`config.mk`:
```
export PLATFORM = sky130hd
export DESIGN_NAME = fsk_zc_demod
export DESIGN_NICKNAME = d
export VERILOG_FILES = /design/src/rtl/fsk_zc_pkg.sv /design/src/rtl/fsk_edge_detect.sv /design/src/rtl/fsk_period_count.sv /design/src/rtl/fsk_symbol_reg.sv /design/src/rtl/fsk_zc_demod.sv
export SDC_FILE = /design/constraint.sdc
export NUM_CORES = 1
export LEC_CHECK = 0
export BUFFER_PORTS_ARGS = -buffer_cell sky130_fd_sc_hd__buf_4
export CAP_MARGIN = 25
export CORE_AREA = 2 2 39 41
export CTS_BUF_LIST = sky130_fd_sc_hd__clkbuf_8
export DETAILED_ROUTE_END_ITERATION = 10
export DIE_AREA = 0 0 41 43
export PLACE_DENSITY = 0.72
export RECOVER_POWER = 25
export SYNTH_ARGS = -nofsm -noshare
export SYNTH_HDL_FRONTEND = slang
export SYNTH_SLANG_ARGS = --single-unit
```
`constraint.sdc`:
```
create_clock -name clk -period 1.55 [get_ports clk]
set_input_delay 0.155 -clock clk [delete_from_list [all_inputs] [get_ports clk]]
set_output_delay 0.155 -clock clk [all_outputs]
set_load 0.03 [all_outputs]
```
`src/rtl/fsk_zc_pkg.sv`:
```
package fsk_zc_pkg;

  // Slice one sample against a level: 1 when at or above it.
  function automatic logic slice_bit(input int unsigned sample,
                                     input int unsigned level);
    return (sample >= level);
  endfunction

  // Period class: short periods map to symbol 1, long ones to symbol 0.
  function automatic logic period_class(input int unsigned period,
                                        input int unsigned cut);
    return (period < cut);
  endfunction

  // Increment that sticks at a ceiling.
  function automatic int unsigned sat_inc(input int unsigned value,
                                          input int unsigned ceiling);
    return (value >= ceiling) ? ceiling : value + 1;
  endfunction

endpackage

```
`src/rtl/fsk_edge_detect.sv`:
```
module fsk_edge_detect
  import fsk_zc_pkg::*;
#(
  parameter int SMP_W = 8,
  parameter int LEVEL = 127
) (
  input  logic             clk,
  input  logic             rst,
  input  logic             smp_valid,
  input  logic [SMP_W-1:0] smp_data,
  output logic             rise_take
);

  logic cur_slice;
  logic prev_slice;
  logic primed;

  assign cur_slice = slice_bit(32'(smp_data), 32'(LEVEL));
  assign rise_take = smp_valid && primed && !prev_slice && cur_slice;

  always_ff @(posedge clk) begin
    if (rst) begin
      prev_slice <= 1'b0;
      primed     <= 1'b0;
    end else if (smp_valid) begin
      prev_slice <= cur_slice;
      primed     <= 1'b1;
    end
  end

  // the first accepted sample after reset never counts as an edge
  p_first_sample_silent_r7: assert property (@(posedge clk) disable iff (rst)
    (!primed) |-> !rise_take);

  // slice history frozen on idle clocks
  p_history_hold_r3: assert property (@(posedge clk) disable iff (rst)
    (!smp_valid) |=> ($stable(prev_slice) && $stable(primed)));

endmodule

```
`src/rtl/fsk_period_count.sv`:
```
module fsk_period_count
  import fsk_zc_pkg::*;
#(
  parameter int CNT_W = 8
) (
  input  logic             clk,
  input  logic             rst,
  input  logic             smp_valid,
  input  logic             rise_take,
  output logic [CNT_W-1:0] period
);

  localparam logic [CNT_W-1:0] CNT_MAX = '1;
  localparam logic [CNT_W-1:0] CNT_ONE = CNT_W'(1);

  logic [CNT_W-1:0] period_next;

  // period holds (index of the sample being offered) - (index of last edge)
  assign period_next = CNT_W'(sat_inc(32'(period), 32'(CNT_MAX)));

  always_ff @(posedge clk) begin
    if (rst) begin
      period <= '0;
    end else if (smp_valid) begin
      if (rise_take) period <= CNT_ONE;
      else           period <= period_next;
    end
  end

  // a saturated count stays saturated until an edge
  p_sat_hold_r5: assert property (@(posedge clk) disable iff (rst)
    (smp_valid && !rise_take && period == CNT_MAX) |=> (period == CNT_MAX));

  // one step per accepted sample below saturation
  p_count_step_r3: assert property (@(posedge clk) disable iff (rst)
    (smp_valid && !rise_take && period != CNT_MAX) |=> (period == $past(period) + CNT_ONE));

  // an edge restarts the measurement
  p_restart_r3: assert property (@(posedge clk) disable iff (rst)
    rise_take |=> (period == CNT_ONE));

  // idle clocks leave the count alone
  p_idle_hold_r3: assert property (@(posedge clk) disable iff (rst)
    (!smp_valid) |=> $stable(period));

endmodule

```
`src/rtl/fsk_symbol_reg.sv`:
```
module fsk_symbol_reg
  import fsk_zc_pkg::*;
#(
  parameter int CNT_W = 8,
  parameter int CUT   = 9
) (
  input  logic             clk,
  input  logic             rst,
  input  logic             rise_take,
  input  logic [CNT_W-1:0] period,
  output logic             sym_valid,
  output logic             sym_bit
);

  logic short_period;

  assign short_period = period_class(32'(period), 32'(CUT));

  always_ff @(posedge clk) begin
    if (rst) begin
      sym_valid <= 1'b0;
      sym_bit   <= 1'b0;
    end else begin
      sym_valid <= rise_take;
      if (rise_take) sym_bit <= short_period;
    end
  end

  // bit is held between pulses
  p_bit_hold_r6: assert property (@(posedge clk) disable iff (rst)
    (!rise_take) |=> $stable(sym_bit));

endmodule

```
`src/rtl/fsk_zc_demod.sv`:
```
module fsk_zc_demod
  import fsk_zc_pkg::*;
#(
  parameter int SMP_W = 8,
  parameter int LEVEL = 127,
  parameter int CUT   = 9,
  parameter int CNT_W = 8
) (
  input  logic             clk,
  input  logic             rst,
  input  logic             smp_valid,
  input  logic [SMP_W-1:0] smp_data,
  output logic             sym_valid,
  output logic             sym_bit
);

  logic             rise_take;
  logic [CNT_W-1:0] period;

  fsk_edge_detect #(.SMP_W(SMP_W), .LEVEL(LEVEL)) u_edge (
    .clk       (clk),
    .rst       (rst),
    .smp_valid (smp_valid),
    .smp_data  (smp_data),
    .rise_take (rise_take)
  );

  fsk_period_count #(.CNT_W(CNT_W)) u_count (
    .clk       (clk),
    .rst       (rst),
    .smp_valid (smp_valid),
    .rise_take (rise_take),
    .period    (period)
  );

  fsk_symbol_reg #(.CNT_W(CNT_W), .CUT(CUT)) u_sym (
    .clk       (clk),
    .rst       (rst),
    .rise_take (rise_take),
    .period    (period),
    .sym_valid (sym_valid),
    .sym_bit   (sym_bit)
  );

  // a symbol only follows an accepted sample
  p_valid_after_sample_r6: assert property (@(posedge clk) disable iff (rst)
    sym_valid |-> $past(smp_valid));

  // the edge sample sliced high
  p_edge_sample_high_r2: assert property (@(posedge clk) disable iff (rst)
    sym_valid |-> (32'($past(smp_data)) >= 32'(LEVEL)));

  // never two pulses in a row (an edge needs a low sample in between)
  p_no_double_pulse_r6: assert property (@(posedge clk) disable iff (rst)
    sym_valid |=> !sym_valid);

endmodule

```
# Word-level counts from Yosys, hierarchy flattened
# Index checks and enable logic that the tools add are counted.
# Widths: inputs -> output; s select.
# word_totals
in_bits	11
wordCells	15
ff_bits	12
out_inout_bits	2
# op_classes
n_mux	2
reduce_logical	4
add_sub_neg	1
order_cmp	3
# ops
op	n
$mux 8	2
$add 8x1->8 const B	1
$ge 8x7->1 const B	1
$ge 8x8->1 const B	1
$lt 8x4->1 const B	1
$logic_and 1x1->1	3
$logic_not 1->1	1

# Depth between registers and ports, before layout
# depth
depth_word	4
depth_mapped	5
ltp_nobuf	5

# Modules after synthesis
# A second synthesis with hierarchy kept.
# unflattened
hier_cells	63
area_unflattened_um2	608.1
# by_module_without_submodules
mod	n_inst	cells_per_inst	area_each_um2	seq_area_each_um2
fsk_period_count	1	45	427.9	160.2
fsk_edge_detect	1	10	97.6	40.0
fsk_symbol_reg	1	8	82.6	40.0

# Worst setup path before layout
# Ideal clock, no wire load.
# synth_timing
path_kind	reg-to-reg
start	reg u_count.period[0]
end	reg u_count.period[6]
path_slack_ps	210
setup_ps	114
synth_period_minus_slack_ps	1340
path_buffers	0
t_arrival_ps	1226
required_time_ps	1436
path_stages_with_launch	5
path_cell_list	dfxtp_1 > ha_1 > and3_2 > nand4_1 > a2111oi_0
# synth_between
elab_chain_len	3
word_cells_on_any_way	4
classes_between	add/sub: 1; order compare: 1; mux: 2
# synth_rtl
element	line_no	text
start: declaration	fsk_period_count.sv:10	output logic [CNT_W-1:0] period
start signal: assignment	fsk_period_count.sv:26	else period <= period_next;
$add 8x1->8 or $ge 8x8->1 (tied branches)	fsk_zc_pkg.sv:18	return (value >= ceiling) ? ceiling : value + 1;
$mux 8 (*)	fsk_zc_pkg.sv:18	
$mux 8 (*)	fsk_period_count.sv:25	if (rise_take) period <= CNT_ONE;
# Every way passes the cells marked *; elsewhere a longest branch is shown, timed or not.
# A chain may end at the register's enable or synchronous reset.

# Final worst setup path
# layout_timing
start	reg u_count.period[1]
end	reg u_count.period[4]
# Same word-level chain as after synthesis.

==> reports/summary.txt <==
yosys warns - 0
total gr overflow - 0
DP HPWL - 962 microns
Slew Limit Headroom - 0.741
WP data required - 1.68 ns
Clock transition at path regs - 0.05 ns
DRT Wirelength - 1270 microns
DR vias - 563
switching pwr - 161 uW
Cell variety after synth - 31
async set-reset flop share out of synthesis - 0
Peak VDD IR - 0.675 mV
CTS Buffer Depth - 2
Post-synth EDFFs - 0
# IOs - 13
total CTS buffers - 3
# setup viols final - 0
critical path data arrival time - 1.55 ns
Synthesized Nets - 81
Wirelength per Cell - 12.9 microns
reg-to-reg startpoint - u_count.period[1]
power after layout - 739 uW
Port Buf Inserts - 12
Post-layout nets - 97
Core ar. - 0.00138 sq mm
area occupied by multi-input gates - 373 sq um
Synth-to-Final Area Change - 25.1%
Avg Vias per Cell - 5.69
Sw Share - 0.218
Die Wd - 41 microns
internal power - 578 uW
Starting Density - 0.467
Comb pwr share - 0.095
FILL cells - 127
Max FO, Critical Path - 5
#FFs+latches synth - 12
fin crit share - 0.917
Final min period - 1.42 ns
final worst slack - 0.129 ns
worst slew pin tran - 0.387 ns
largest net degree at the start of global routing - 13
Max Slew Vio Count - 0
synthesized instance count - 68
Tot GR Track Use - 0.190
CP Class - flop to flop
die height - 43 microns
Seq/Total Area, Yosys - 0.371
Hold-fix buffers, CTS - 0
f_max - 704 MHz
Fin Clk Skew - 0.00194 ns
status - finished clean
# Max-Cap Violations - 0
HP Class - input pin to flop
initial antenna violation count - 0
drt pass-1 iters - 4
antenna-violating nets left - 0
Clock power frac - 0.459
Synth Cell Area - 647 sq um
ys flop type - dfxtp_1
Critical Path Source Type - flop
vias in the first global route - 531
Die Area - 0.00176 sq mm
Site Rows - 14
CTS tree - yes
Hold Fails Final Rpt - 0
worst-skew pair later-pin latency - 0.24 ns
detailed-route DRC error count - 0
pre-CTS WS - 0.0981 ns
number of antenna diodes - 0
pwr dens - 913 mW/mm^2
Final GP Congestion - 0.760
setup TNS - 0 ns
Mean Syn Cell Area - 9.51 sq um
Starting DRT DRC Count - 17
Pleak - 0.000308 uW
clock root buffer - clkbuf_8
layout cell share with drive strength beyond 1 - 0.337
H-tree Lvls - 1
Sink Count - 12
Seq. cell area - 241 sq um
sequential power share - 0.446
first-pass GRT wire length - 2280 microns
crit path from - u_count.period[1]
hold path startpoint - rst
Critical Path Sink Type - flop
RSZ-0062 raised after global routing - no
[kinds of logic after synthesis]
kind of cell    after synthesis  share of synthesized area
compound gates               18                      0.271
simple gates                 28                      0.263
buf+inv                       8                     0.0561
flops                        12                      0.371
fa+ha+maj                     2                     0.0387
[metal layers]
| metal | global-route usage | up-vias | part of all wire |
|---|---|---|---|
| met2 | 0.278 | 9 | 0.50 |
| li1 | - | 293 | - |
| met3 | 0.0471 | 2 | 0.030 |
| met1 | 0.255 | 259 | 0.46 |
| met4 | 0.0800 | 0 | 0.011 |
| met5 | 0 | - | 0 |
[cell usage in the layout, fill, tap and decap left out, types with 2 or more instances in the layout]
| cell type | count |
|---|---|
| o21ai_0 | 2 |
| nor2_1 | 9 |
| nand4_1 | 2 |
| buf_4 | 13 |
| nand3_1 | 3 |
| clkbuf_8 | 4 |
| o211ai_1 | 2 |
| a21oi_1 | 3 |
| nand2_1 | 3 |
| dfxtp_1 | 11 |
| a2111oi_2 | 3 |
| nor4_1 | 2 |
| inv_1 | 5 |
[metrics by stage]
stage | hold slack, ns | util | area [sq um] | instances
2_1_floorplan | 0.368 | - | 647 | 68
4_1_cts | 0.184 | 0.585 | 810 | 99
3_3_place_gp | 0.439 | 0.545 | 754 | 95
5_1_grt | 0.202 | 0.585 | 810 | 99
3_5_place_dp | 0.436 | 0.545 | 754 | 95
6_report | 0.180 | 0.585 | 810 | 99
[worst paths after layout]
| check | end | slack [ns] | depth (start not counted) |
|---|---|---|---|
| worst min register to register | u_edge.primed | 0.46 | 2 |
| worst max-delay path | u_count.period[4] | 0.13 | 5 |
| worst min-delay path | u_count.period[0] | 0.18 | 2 |
| worst max register to register | u_count.period[4] | 0.13 | 5 |
[final cells by class]
type,count,area share
Tap cell,16,0.0247
Timing Repair Buffer,14,0.125
Inverter,5,0.0232
Multi-Input combinational cell,48,0.461
Clock buffer,4,0.0680
Sequential cell,12,0.298
[Yosys cell counts (all sizes together), types with 2 or more instances]
| cell type | n | area [sq um] |
|---|---|---|
| dfxtp | 12 | 240 |
| nor2 | 10 | 45.0 |
| inv | 5 | 18.8 |
| a2111oi | 4 | 53.8 |
| a21oi | 3 | 15.0 |
| buf | 3 | 17.5 |
| nand2 | 3 | 11.3 |
| nand3 | 3 | 15.0 |
| nand4 | 3 | 25.0 |
| and4 | 2 | 20.0 |
| ha | 2 | 25.0 |
| nor3 | 2 | 21.3 |
| nor4 | 2 | 12.5 |
| o211ai | 2 | 15.0 |
| o21ai | 2 | 10.0 |
[what timing repair did]
action	CTS	global route
setup buffers	0	0
resized for setup	0	2
endpoints found under the hold margin	0	0
setup endpoints to repair	0	3
[power groups by stage]
stage	Clock (uW)	Sequential [uW]	Combinational, uW
finish	340	329	70.1
global route	363	331	79.5
CTS	342	329	71.4
detailed placement	0	335	71.5
global placement	0	335	70.1
floorplan	0	337	37.2
[flip-flops by register name, summed over array words and instances (netlist names)]
signal             flops
u_count.period         8
u_edge.primed          1
u_sym.sym_bit          1
u_sym.sym_valid        1
u_edge.prev_slice      1
[critical path, stage by stage (launching register included)]
cell and delay, ns:
dfxtp_1 0.37, ha_2 0.21, nand3_1 0.14, nor2_4 0.17, nor2_1 0.08, a2111oi_2 0.35
Power figures use the tool's default switching activity.
